## config.mk

```make
export PLATFORM = sky130hd
export DESIGN_NAME = dma_done_watchdog
export DESIGN_NICKNAME = d
export VERILOG_FILES = /design/src/rtl/dwd_pkg.sv /design/src/rtl/dwd_limit.sv /design/src/rtl/dwd_tick_count.sv /design/src/rtl/dwd_fsm.sv /design/src/rtl/dma_done_watchdog.sv
export SDC_FILE = /design/constraint.sdc
export NUM_CORES = 1
export LEC_CHECK = 0
export ABC_AREA = 1
export ABC_CLOCK_PERIOD_IN_PS = 1810
export CORE_ASPECT_RATIO = 1.1
export CORE_UTILIZATION = 45
export CTS_CLUSTER_SIZE = 20
export DETAILED_ROUTE_END_ITERATION = 8
export DONT_BUFFER_PORTS = 1
export PLACE_DENSITY = 0.68
export RECOVER_POWER = 100
export SYNTH_ARGS = -nofsm -noshare
export SYNTH_HDL_FRONTEND = slang
export SYNTH_HIERARCHICAL = 1
export SYNTH_SLANG_ARGS = --single-unit
```

## constraint.sdc

```tcl
create_clock -name clk -period 1.81 [get_ports clk]
set_clock_uncertainty 0.05 [all_clocks]
set_input_delay 0.2715 -clock clk [delete_from_list [all_inputs] [get_ports clk]]
set_output_delay 0.2715 -clock clk [all_outputs]
set_load 0.02 [all_outputs]
```

## src/rtl/dwd_pkg.sv

```systemverilog
package dwd_pkg;

    parameter int DWD_SIZE_W    = 32;
    parameter int DWD_MB_SHIFT  = 20;
    parameter int DWD_MS_PER_MB = 333;
    parameter int DWD_FLOOR_MS  = 1000;

    typedef enum logic [2:0] {
        ST_IDLE   = 3'd0,
        ST_CHECK  = 3'd1,
        ST_WAIT   = 3'd2,
        ST_DONE   = 3'd3,
        ST_FAIL   = 3'd4,
        ST_EXPIRE = 3'd5
    } dwd_state_t;

endpackage

```

## src/rtl/dwd_limit.sv

```systemverilog
module dwd_limit #(
    parameter int SIZE_W    = 32,
    parameter int MB_SHIFT  = 20,
    parameter int MS_PER_MB = 333,
    parameter int FLOOR_MS  = 1000,
    parameter int LIM_W     = 22
) (
    input  logic              clk,
    input  logic              rst_n,
    input  logic              load,
    input  logic [SIZE_W-1:0] size_bytes,
    output logic [LIM_W-1:0]  limit_ms
);

    localparam int MB_W = SIZE_W - MB_SHIFT + 1;

    logic [MB_W-1:0]  mb_ceil;
    logic [LIM_W-1:0] scaled;
    logic [LIM_W-1:0] budget;

    // whole megabytes plus one for any remainder
    always_comb begin
        mb_ceil = MB_W'(size_bytes >> MB_SHIFT) + MB_W'(|size_bytes[MB_SHIFT-1:0]);
        scaled  = LIM_W'(mb_ceil) * LIM_W'(MS_PER_MB);
        budget  = (scaled < LIM_W'(FLOOR_MS)) ? LIM_W'(FLOOR_MS) : scaled;
    end

    always_ff @(posedge clk or negedge rst_n) begin
        if (!rst_n) begin
            limit_ms <= LIM_W'(FLOOR_MS);
        end else if (load) begin
            limit_ms <= budget;
        end
    end

endmodule

```

## src/rtl/dwd_tick_count.sv

```systemverilog
module dwd_tick_count #(
    parameter int CNT_W = 23
) (
    input  logic             clk,
    input  logic             rst_n,
    input  logic             clr,
    input  logic             en,
    input  logic             tick,
    output logic [CNT_W-1:0] elapsed
);

    localparam logic [CNT_W-1:0] TOP = '1;

    always_ff @(posedge clk or negedge rst_n) begin
        if (!rst_n) begin
            elapsed <= '0;
        end else if (clr) begin
            elapsed <= '0;
        end else if (en && tick && (elapsed != TOP)) begin
            elapsed <= elapsed + CNT_W'(1);
        end
    end

endmodule

```

## src/rtl/dwd_fsm.sv

```systemverilog
module dwd_fsm
    import dwd_pkg::*;
#(
    parameter int LIM_W = 22,
    parameter int CNT_W = 23
) (
    input  logic             clk,
    input  logic             rst_n,
    input  logic             start,
    input  logic             xfer_done,
    input  logic             adma_err,
    input  logic [CNT_W-1:0] elapsed,
    input  logic [LIM_W-1:0] limit_ms,
    output logic             load,
    output logic             cnt_clr,
    output logic             cnt_en,
    output logic             done,
    output logic             error,
    output logic             timeout,
    output logic             tc_clear,
    output logic             cleanup
);

    dwd_state_t state;
    dwd_state_t nxt;
    logic       expired;

    assign expired = elapsed > CNT_W'(limit_ms);

    always_ff @(posedge clk or negedge rst_n) begin
        if (!rst_n) begin
            state <= ST_IDLE;
        end else begin
            state <= nxt;
        end
    end

    always_comb begin
        nxt = state;
        unique case (state)
            ST_IDLE: begin
                if (start) nxt = ST_CHECK;
            end
            ST_CHECK: begin
                nxt = adma_err ? ST_FAIL : ST_WAIT;
            end
            ST_WAIT: begin
                if (xfer_done)     nxt = ST_DONE;
                else if (adma_err) nxt = ST_FAIL;
                else if (expired)  nxt = ST_EXPIRE;
            end
            ST_DONE, ST_FAIL, ST_EXPIRE: begin
                nxt = ST_IDLE;
            end
            default: nxt = ST_IDLE;
        endcase
    end

    always_comb begin
        load     = 1'b0;
        cnt_clr  = 1'b0;
        cnt_en   = 1'b0;
        done     = 1'b0;
        error    = 1'b0;
        timeout  = 1'b0;
        tc_clear = 1'b0;
        cleanup  = 1'b0;
        unique case (state)
            ST_IDLE: begin
                load    = start;
                cnt_clr = start;
            end
            ST_CHECK: ;
            ST_WAIT: begin
                cnt_en = 1'b1;
            end
            ST_DONE: begin
                done     = 1'b1;
                tc_clear = 1'b1;
                cleanup  = 1'b1;
            end
            ST_FAIL: begin
                error   = 1'b1;
                cleanup = 1'b1;
            end
            ST_EXPIRE: begin
                timeout = 1'b1;
            end
            default: ;
        endcase
    end

endmodule

```

## src/rtl/dma_done_watchdog.sv

```systemverilog
module dma_done_watchdog
    import dwd_pkg::*;
#(
    parameter int SIZE_W    = DWD_SIZE_W,
    parameter int MB_SHIFT  = DWD_MB_SHIFT,
    parameter int MS_PER_MB = DWD_MS_PER_MB,
    parameter int FLOOR_MS  = DWD_FLOOR_MS
) (
    input  logic              clk,
    input  logic              rst_n,
    input  logic              start,
    input  logic [SIZE_W-1:0] size_bytes,
    input  logic              tick_ms,
    input  logic              xfer_done,
    input  logic              adma_err,
    output logic              done,
    output logic              error,
    output logic              timeout,
    output logic              tc_clear,
    output logic              cleanup
);

    localparam int MB_W  = SIZE_W - MB_SHIFT + 1;
    localparam int LIM_W = MB_W + $clog2(MS_PER_MB + 1);
    localparam int CNT_W = LIM_W + 1;

    logic             load;
    logic             cnt_clr;
    logic             cnt_en;
    logic [LIM_W-1:0] limit_ms;
    logic [CNT_W-1:0] elapsed;

    dwd_limit #(
        .SIZE_W    (SIZE_W),
        .MB_SHIFT  (MB_SHIFT),
        .MS_PER_MB (MS_PER_MB),
        .FLOOR_MS  (FLOOR_MS),
        .LIM_W     (LIM_W)
    ) u_limit (
        .clk        (clk),
        .rst_n      (rst_n),
        .load       (load),
        .size_bytes (size_bytes),
        .limit_ms   (limit_ms)
    );

    dwd_tick_count #(
        .CNT_W (CNT_W)
    ) u_count (
        .clk     (clk),
        .rst_n   (rst_n),
        .clr     (cnt_clr),
        .en      (cnt_en),
        .tick    (tick_ms),
        .elapsed (elapsed)
    );

    dwd_fsm #(
        .LIM_W (LIM_W),
        .CNT_W (CNT_W)
    ) u_fsm (
        .clk       (clk),
        .rst_n     (rst_n),
        .start     (start),
        .xfer_done (xfer_done),
        .adma_err  (adma_err),
        .elapsed   (elapsed),
        .limit_ms  (limit_ms),
        .load      (load),
        .cnt_clr   (cnt_clr),
        .cnt_en    (cnt_en),
        .done      (done),
        .error     (error),
        .timeout   (timeout),
        .tc_clear  (tc_clear),
        .cleanup   (cleanup)
    );

endmodule

```

Yosys cells after proc, flatten, opt, wreduce, memory -nomap -nowiden
Index checks and enable logic that the tools add are counted.

Add/subtract/negate cells: 2. Multiply operators: 1. Magnitude comparators: 2. Eq/ne operators: 8. Mux-type cells: 15. Reductions and logical operators: 7.

Operators by type and width (count): 23-bit two-way mux (2); 23-bit by 1-bit adder with 23-bit output, second input constant (1); 23-bit by 22-bit greater-than comparator with 1-bit output (1); 23-bit != test, second input constant (1); 22-bit by 10-bit less-than comparator with 1-bit output, second input constant (1); 13-bit by 9-bit multiplier with 22-bit output, second input constant (1); 22-bit two-way mux (1); 20-bit OR reduction (1); 3-bit two-way mux (5); 12-bit by 1-bit adder with 13-bit output (1); 3-bit case mux with 3 select lines (1); 3-bit by 2-bit == test with 1-bit output, second input constant (2); 3-bit == test, second input constant (2); 1-bit two-way mux (6); 4-bit by 3-bit != test with 1-bit output, second input constant (1); 3-bit by 1-bit == test with 1-bit output, second input constant (1); 3-bit logical NOT (1); 1-bit logical AND (2); 2-bit != test, second input constant (1); 2-bit AND reduction (1); 2-bit nonzero test (1); 2-bit OR reduction (1).

Bits in registers: 48. Bits of input ports: 38. Output and inout port bits: 5. Word-level logic and storage cells: 38.

Logic depth before layout (Yosys ltp)
Gate-level depths: netlist of run 1.

Word-level depth: 6. Gate-level depth with buffers: 33. Mapped depth without buffers: 33.

Hierarchy
Netlist of run 1, hierarchy kept.

Modules (own cells, without submodules): dwd_limit (times used 1, cells an instance 517, area an instance 3572.2 µm², sequential area each 558.0 µm²); dwd_tick_count (times used 1, cells an instance 234, area an instance 1556.5 µm², sequential area each 575.6 µm²); dwd_fsm (times used 1, cells an instance 148, area an instance 880.8 µm², sequential area each 75.1 µm²).

Least setup slack after synthesis of run 1
No wires, ideal clock.

Kind: input to register. Start point: input port size_bytes[7]. End point: register u_limit.limit_ms[0]. Library setup time: 0.117 ns. Arrival time: 4.828 ns. Data required time: 1.643 ns. Slack: -3.185 ns. Stages on the path: 30. Buffers on the path: 0. Path through: nor4_1 and3_1 nand3_1 ha_1 ha_1 nand3_1 nor2_1 nand3_1 xor2_1 ha_1 inv_1 fa_1 inv_1 fa_1 inv_1 fa_1 inv_1 ha_1 nand2_1 inv_1 nand2_1 nand2_1 a21oi_1 nand3b_1 nand2_1 nand2_1 nor2_2 nand3_2 nand2_1 nand2_1.

Cells in the longest elaborated chain, start to end: 5.

RTL lines: start, declared (RTL line dma_done_watchdog.sv:12) `input logic [SIZE_W-1:0] size_bytes,`; 20-bit OR reduction (*) (RTL line dwd_limit.sv:23) `mb_ceil = MB_W'(size_bytes >> MB_SHIFT) + MB_W'(|size_bytes[MB_SHIFT-1:0]);`; 12-bit by 1-bit adder with 13-bit output (*) (RTL line dwd_limit.sv:23); 13-bit by 9-bit multiplier with 22-bit output (*) (RTL line dwd_limit.sv:24) `scaled = LIM_W'(mb_ceil) * LIM_W'(MS_PER_MB);`; 22-bit by 10-bit less-than comparator with 1-bit output (RTL line dwd_limit.sv:25) `budget = (scaled < LIM_W'(FLOOR_MS)) ? LIM_W'(FLOOR_MS) : scaled;`; 22-bit two-way mux (*) (RTL line dwd_limit.sv:25); end signal, assigned (RTL line dwd_limit.sv:30) `limit_ms <= LIM_W'(FLOOR_MS);`; end signal, assigned (RTL line dwd_limit.sv:32) `limit_ms <= budget;`; end, declared (RTL line dwd_limit.sv:12) `output logic [LIM_W-1:0] limit_ms`.

Mark *: on every way between the ends. The rest lies on a longest branch, timed or not. A chain may end at the register's enable or synchronous reset.

Final worst setup path of run 1
Start point: input port size_bytes[19]. End point: register u_limit.limit_ms[4].

The elaborated chain is that of the path after synthesis.

==> results of run 1 <==
[worst max path at each step]
| stage | slack [ns] | start | to | cells after the start |
|---|---|---|---|---|
| final | -3.01 | size_bytes[19] | u_limit/limit_ms[4] | 29 |
| after global routing | -3.20 | size_bytes[19] | u_limit/limit_ms[1] | 29 |
| after CTS | -2.89 | size_bytes[0] | u_limit/limit_ms[4] | 28 |
| after detailed placement | -3.36 | size_bytes[14] | u_limit/limit_ms[4] | 31 |
| after global placement | -3.29 | size_bytes[1] | u_limit/limit_ms[0] | 29 |
| after floorplan | -2.93 | size_bytes[1] | u_limit/limit_ms[0] | 31 |
[cell usage in the layout (no fill, tap or decap), types with 5 or more instances in the layout]
cell type,n
nand3_2,19
nor2_1,67
nand3_1,47
nor2_4,15
nand2_1,180
nand2_4,16
o21ai_0,7
nand4_1,12
buf_6,9
nand2_2,64
o21ai_1,5
nand3b_1,5
inv_1,160
dfstp_2,6
ha_4,27
a21oi_2,14
dfrtp_1,32
a21oi_1,19
inv_2,30
nand3_4,7
buf_4,103
fa_1,27
nor2_2,16
xor2_1,5
ha_1,52
o21ai_2,7
dfrtp_2,10
clkbuf_16,6
[power groups by stage]
stage                     logic (uW)  clock network (uW)  registers (uW)
after floorplan                 4990                   0            1620
after global placement          7140                   0            1660
after detailed placement        7280                   0            1670
after CTS                       7920                1110            1650
after global routing           10300                1160            1710
final                           9260                1100            1680
[stage by stage]
| step | utilization, % | cells | TNS (ns) | total power (uW) | worst slack [ns] |
|---|---|---|---|---|---|
| global route | 66.4 | 1174 | -67.82 | 13100 | -3.20 |
| finish | 66.4 | 1174 | -60.41 | 12000 | -3.01 |
| global placement | 56.5 | 1147 | -67.99 | 8800 | -3.29 |
| CTS | 60.4 | 1161 | -58.85 | 10700 | -2.89 |
| floorplan | - | 899 | -59.28 | 6610 | -2.93 |
| detailed placement | 56.5 | 1147 | -69.71 | 8940 | -3.36 |
[critical path: cells and delay by family]
kind | cells | cell delay [ns]
adder cells (fa/ha/maj) | 6 | 2.22
AND/OR/NAND/NOR | 19 | 1.99
buffers and inverters | 3 | 0.26
XOR/XNOR | 1 | 0.19
[what timing repair did]
item | 4_1_cts | 5_1_grt
hold endpoints to repair | 48 | 0
hold buffers | 2 | 0
setup endpoints to repair | 37 | 48
buffers inserted | 3 | 12
gates resized for setup | 64 | 170
gates cloned | 1 | 2
pin swaps | 39 | 89
[logic make-up after synthesis]
group                      Yosys count  synth area share (%)
DFF                                 48                  20.1
buffers and inverters              206                  13.2
AOI/OAI and AO/OA                   59                  5.29
adders and majority gates          108                  26.0
xor gates and xnor gates            13                  1.89
and+or+nand+nor                    465                  33.5
[flip-flops by register name, summed over array words and instances, names as in the netlist]
name              count
u_limit/limit_ms     22
u_fsm/state           3
u_count/elapsed      23
[cell type report]
class / count / share of cell area, %
Tap cell: 157 / 2.31
Sequential cell: 48 / 14.4
Timing Repair Buffer: 121 / 11.6
Inverter: 193 / 8.61
Clock buffer: 5 / 1.47
Multi-Input combinational cell: 647 / 61.1
Clock inverter: 3 / 0.545
[per-layer routing]
metal / vias up / global-route usage [%]
li1: 3012 / -
met5: - / 0
met1: 2732 / 24.8
met3: 49 / 2.16
met2: 121 / 45.7
met4: 0 / 10.5
==> results.json, run 1 <==
{
  "max_freq_mhz": 208,
  "dp_hpwl_um": 11600,
  "slew_headroom_pct": 20.4,
  "fin_crit_ns": 4.82,
  "synth.most_common_cell": "nand2_1",
  "cp_slowest_cell": "fa_1",
  "overflow": 0,
  "syn_nets": 1045,
  "clkPwrFrac_pct": 9.1,
  "drcViolationCount": 1,
  "status": "finished with violations",
  "ys_ff_latch": 48,
  "crit_required_ns": 1.95,
  "grtUsageTotal_pct": 23.1,
  "met2_length_um": 8480,
  "clk_pin_slew_worst_paths_ns": 0.07,
  "r2r_setup_slack_ns": -0.04,
  "place_area_mm2": 0.00724,
  "ys_types": 35,
  "slew_viol_final": 0,
  "syn_inst": 899,
  "antenna_cells": 0,
  "yosysWarnings": 6,
  "drive_gt1_share_pct": 38.2,
  "cts.sinks": 48,
  "critPathMaxFanout": 5,
  "ys.flop_type": "dfrtp_1",
  "grt_max_degree": 49,
  "cap_violations": 0,
  "routed_wirelength_um": 15800,
  "n_fill_cell": 1045,
  "reg2regPathDepth": 12,
  "holdPathEnd": "u_fsm/state[1]",
  "die_width_um": 112,
  "async_reset_ff_share_pct": 100,
  "hold_slack_ns": 0.0626,
  "initial_utilization_pct": 46.9,
  "reg2reg_to": "u_count/elapsed[9]",
  "hold_start": "xfer_done",
  "cts_buffer_depth": 2,
  "synth_area_leaders": "dfrtp_1, ha_1, nand2_1, inv_1, fa_1",
  "avgSynthCellArea_um2": 6.68,
  "reg2reg_from": "u_count/elapsed[1]",
  "post_drt_wl_per_cell_um": 13.5,
  "die_y_um": 123,
  "swShare_pct": 48.4,
  "cts-root-buf": "clkbuf_16",
  "h-tree-depth": 2,
  "syn2layout_area_growth_pct": 41.4,
  "synth_edf_count": 0,
  "top_layer_used": "met4",
  "rsz0062_at_grt": "true",
  "cts_made_buffers": 5,
  "synth_seq_area_share_pct": 20.1,
  "max_stage_delay_ns": 0.57,
  "p_seq_share_pct": 13.9,
  "wl_met1_um": 6250,
  "grt_pass1_vias": 5870,
  "place_congestion": 0.900,
  "finalHoldViolations": 0,
  "vias": 5914,
  "via_per_inst": 5.04,
  "crit_path_end_kind": "register",
  "core_mm2": 0.0128,
  "dr_wl_met3_um": 441,
  "grt_pass1_wl_um": 25700,
  "ir_worst_vdd_mv": 0.830,
  "worstSetupPathType": "in -> reg",
  "yosys-top-cells-count": "nand2_1, inv_1, nor2_1",
  "finalSetupViolations": 32,
  "netlist.area_leader.share_pct": 17.5,
  "synth_area_mm2": 0.00601,
  "tightest_slew_ns": 1.19,
  "first_pass_iters": 7,
  "die-area_mm2": 0.0138,
  "fin_area_mm2": 0.00850,
  "cts_tree": "yes",
  "arrival_ns": 4.96,
  "rows": 43,
  "antenna_found_initial": 0,
  "comb_power_share_pct": 76.9,
  "startpoint_type": "input pin",
  "holdPathStages": 2,
  "hp-class": "in -> reg",
  "switchingPower_uw": 5820,
  "cellLeakagePower_uw": 0.00439,
  "synth_largest_area_cell": "dfrtp_1",
  "setup_ws_ns": -3.01,
  "period_share_pct": 266,
  "p_per_area_mw_per_mm2": 1420,
  "violations": "design-rule violations, negative setup slack",
  "ant_nets": 0,
  "multiInputGateArea_mm2": 0.00519,
  "seq_area_mm2": 0.00122,
  "nets": 1162,
  "clk_latency_ns": 0.30,
  "io_pins": 43,
  "port_buffers": 0,
  "drtIter0Drc": 253,
  "internal_power_uw": 6220
}
(Power assumes the default switching activity.)
==> run 2: changes to the inputs <==
CORE_MARGIN = 4   (was unset)
MAX_ROUTING_LAYER = met4   (was unset)
==> run 2 against run 1 <==
Sequential share of layout area rose by 0.28 points. Worst hold slack got worse by 0.0028 ns. Via count fell by 2.2%. Clock power fell by 18%. Critical path depth did not move. Final cell count fell by 0.26%. The run ends with negative setup slack left. Count of clock-buffer cells in the layout rose by 2. Register-to-register slack got worse by 0.03 ns. Critical path type unchanged. Design area fell by 1.9%.
==> results.json, run 2 (synthesized netlist as in run 1, its figures left out) <==
{
  "finalNonFillerCells": 1171,
  "die_width_um": 118,
  "critPathMaxFanout": 5,
  "cap_violations": 0,
  "drcViolationCount": 0,
  "clk_latency_ns": 0.29,
  "startpoint_type": "input pin",
  "grt_pass1_wl_um": 25400,
  "hp-class": "in -> reg",
  "grt_max_degree": 49,
  "layout_commonest_cell": "nand2_1",
  "setup_ws_ns": -2.97,
  "grt_pass1_vias": 5656,
  "cts_tree": "yes",
  "dp_hpwl_um": 11800,
  "largest_reg_flops": 23,
  "overflow": 0,
  "seq_area_mm2": 0.00122,
  "vias": 5783,
  "layout_common_cells": "nand2_1, inv_1, buf_4",
  "max_freq_mhz": 209,
  "slew_viol_final": 0,
  "rsz0062_at_grt": "true",
  "via_per_inst": 4.94,
  "n_fill_cell": 1121,
  "drive_gt1_share_pct": 36.5,
  "period_share_pct": 264,
  "initial_utilization_pct": 45.7,
  "finalSetupViolations": 36,
  "die_y_um": 129,
  "tightest_slew_ns": 1.19,
  "dp.cells": 1145,
  "cts-root-buf": "clkbuf_16",
  "cts.sinks": 48,
  "cts_buffer_depth": 2,
  "die-area_mm2": 0.0153,
  "h-tree-depth": 2,
  "finalHoldViolations": 0,
  "cp_common_cell": "nand2_1",
  "rows": 44,
  "io_pins": 43,
  "r2r_setup_slack_ns": -0.07,
  "antenna_cells": 0,
  "core_mm2": 0.0132,
  "reg_top3": "u_count/elapsed: 23 flops, u_limit/limit_ms: 22 flops, u_fsm/state: 3 flops",
  "place_area_mm2": 0.00720,
  "slew_headroom_pct": 20.7,
  "antenna_found_initial": 0,
  "arrival_ns": 4.91,
  "first_pass_iters": 4,
  "p_per_area_mw_per_mm2": 1380,
  "ir_worst_vdd_mv": 0.781,
  "cts_made_buffers": 5,
  "largest-register": "u_count/elapsed",
  "violations": "negative setup slack",
  "grtUsageTotal_pct": 20.5,
  "max_stage_delay_ns": 0.56,
  "ant_nets": 0,
  "multiInputGateArea_mm2": 0.00514,
  "cellLeakagePower_uw": 0.00431,
  "fin_crit_ns": 4.78,
  "status": "finished with violations",
  "nets": 1155,
  "routed_wirelength_um": 15700,
  "drtIter0Drc": 331,
  "crit_required_ns": 1.94,
  "cp_slowest_cell": "fa_1",
  "fin_setup_tns_ns": -60.31,
  "syn2layout_area_growth_pct": 38.7,
  "post_drt_wl_per_cell_um": 13.4,
  "place_congestion": 0.932,
  "dpl_worst_slack_ns": -3.47,
  "port_buffers": 0,
  "fin_area_mm2": 0.00833,
  "crit_path_end_kind": "register",
  "clk_pin_slew_worst_paths_ns": 0.06,
  "worstSetupPathType": "in -> reg"
}
run 2: changes by cell type in the layout (fill, tap and decap cells not counted), moves of 3 or more:
cell | before | now
nand3_1 | 47 | 57
o21ai_1 | 5 | 1
nand3_2 | 19 | 11
nand2_1 | 180 | 183
nor4_1 | 0 | 3
buf_6 | 9 | 6
run 2: cell type report:
| cell class | count | area share [%] |
|---|---|---|
| multi-input combinational | 647 | 61.7 |
| sequential | 48 | 14.7 |
| timing repair buffer | 114 | 10.8 |
| inverter | 193 | 8.72 |
| tap | 161 | 2.42 |
| clock buffer | 7 | 1.59 |
| clock inverter | 1 | 0.0601 |
run 2: repair_timing:
item | 4_1_cts | 5_1_grt
endpoints found under the setup margin | 34 | 45
resized for setup | 81 | 133
hold endpoints to repair | 48 | 0
hold buffers | 2 | 0
gates cloned | 1 | 2
buffers inserted | 4 | 11
pin swaps | 36 | 66
run 2: routing by layer:
metal	part of all wire (%)	global-route usage, %	up-vias
met5	0	-	-
met4	2.0	5.86	0
met3	2.1	1.31	24
met2	56	39.9	82
met1	40	22.4	2681
li1	-	-	2996
run 2: path summary, 6_finish.rpt:
path	startpoint	end	cells past startpoint
min in group asynchronous	rst_n	u_count/elapsed[1]	2
hold / removal	xfer_done	u_fsm/state[1]	2
setup reg to reg	u_count/elapsed[1]	u_count/elapsed[16]	11
max in group asynchronous	rst_n	u_count/elapsed[5]	2
setup / recovery	size_bytes[7]	u_limit/limit_ms[2]	29
hold reg to reg	u_limit/limit_ms[1]	u_limit/limit_ms[1]	2
run 2: stage by stage:
step / total power (uW) / hold slack [ns] / util (%)
global placement: 8750 / -0.0721 / 54.7
global route: 12600 / 0.0614 / 63.3
finish: 11500 / 0.0598 / 63.3
floorplan: 6610 / -0.0741 / -
detailed placement: 8860 / -0.0723 / 54.7
CTS: 10500 / 0.0607 / 59.1
run 2: critical path: cells and delay by family:
| kind | cells | cell delay (ns) |
|---|---|---|
| buf+inv | 3 | 0.27 |
| simple gates | 19 | 1.96 |
| xor+xnor | 1 | 0.17 |
| fa+ha+maj | 6 | 2.22 |
run 2: power breakdown:
part	switching [uW]	internal, uW
registers	234	1450
logic	4950	3980
clock network	389	511
total	5580	5940
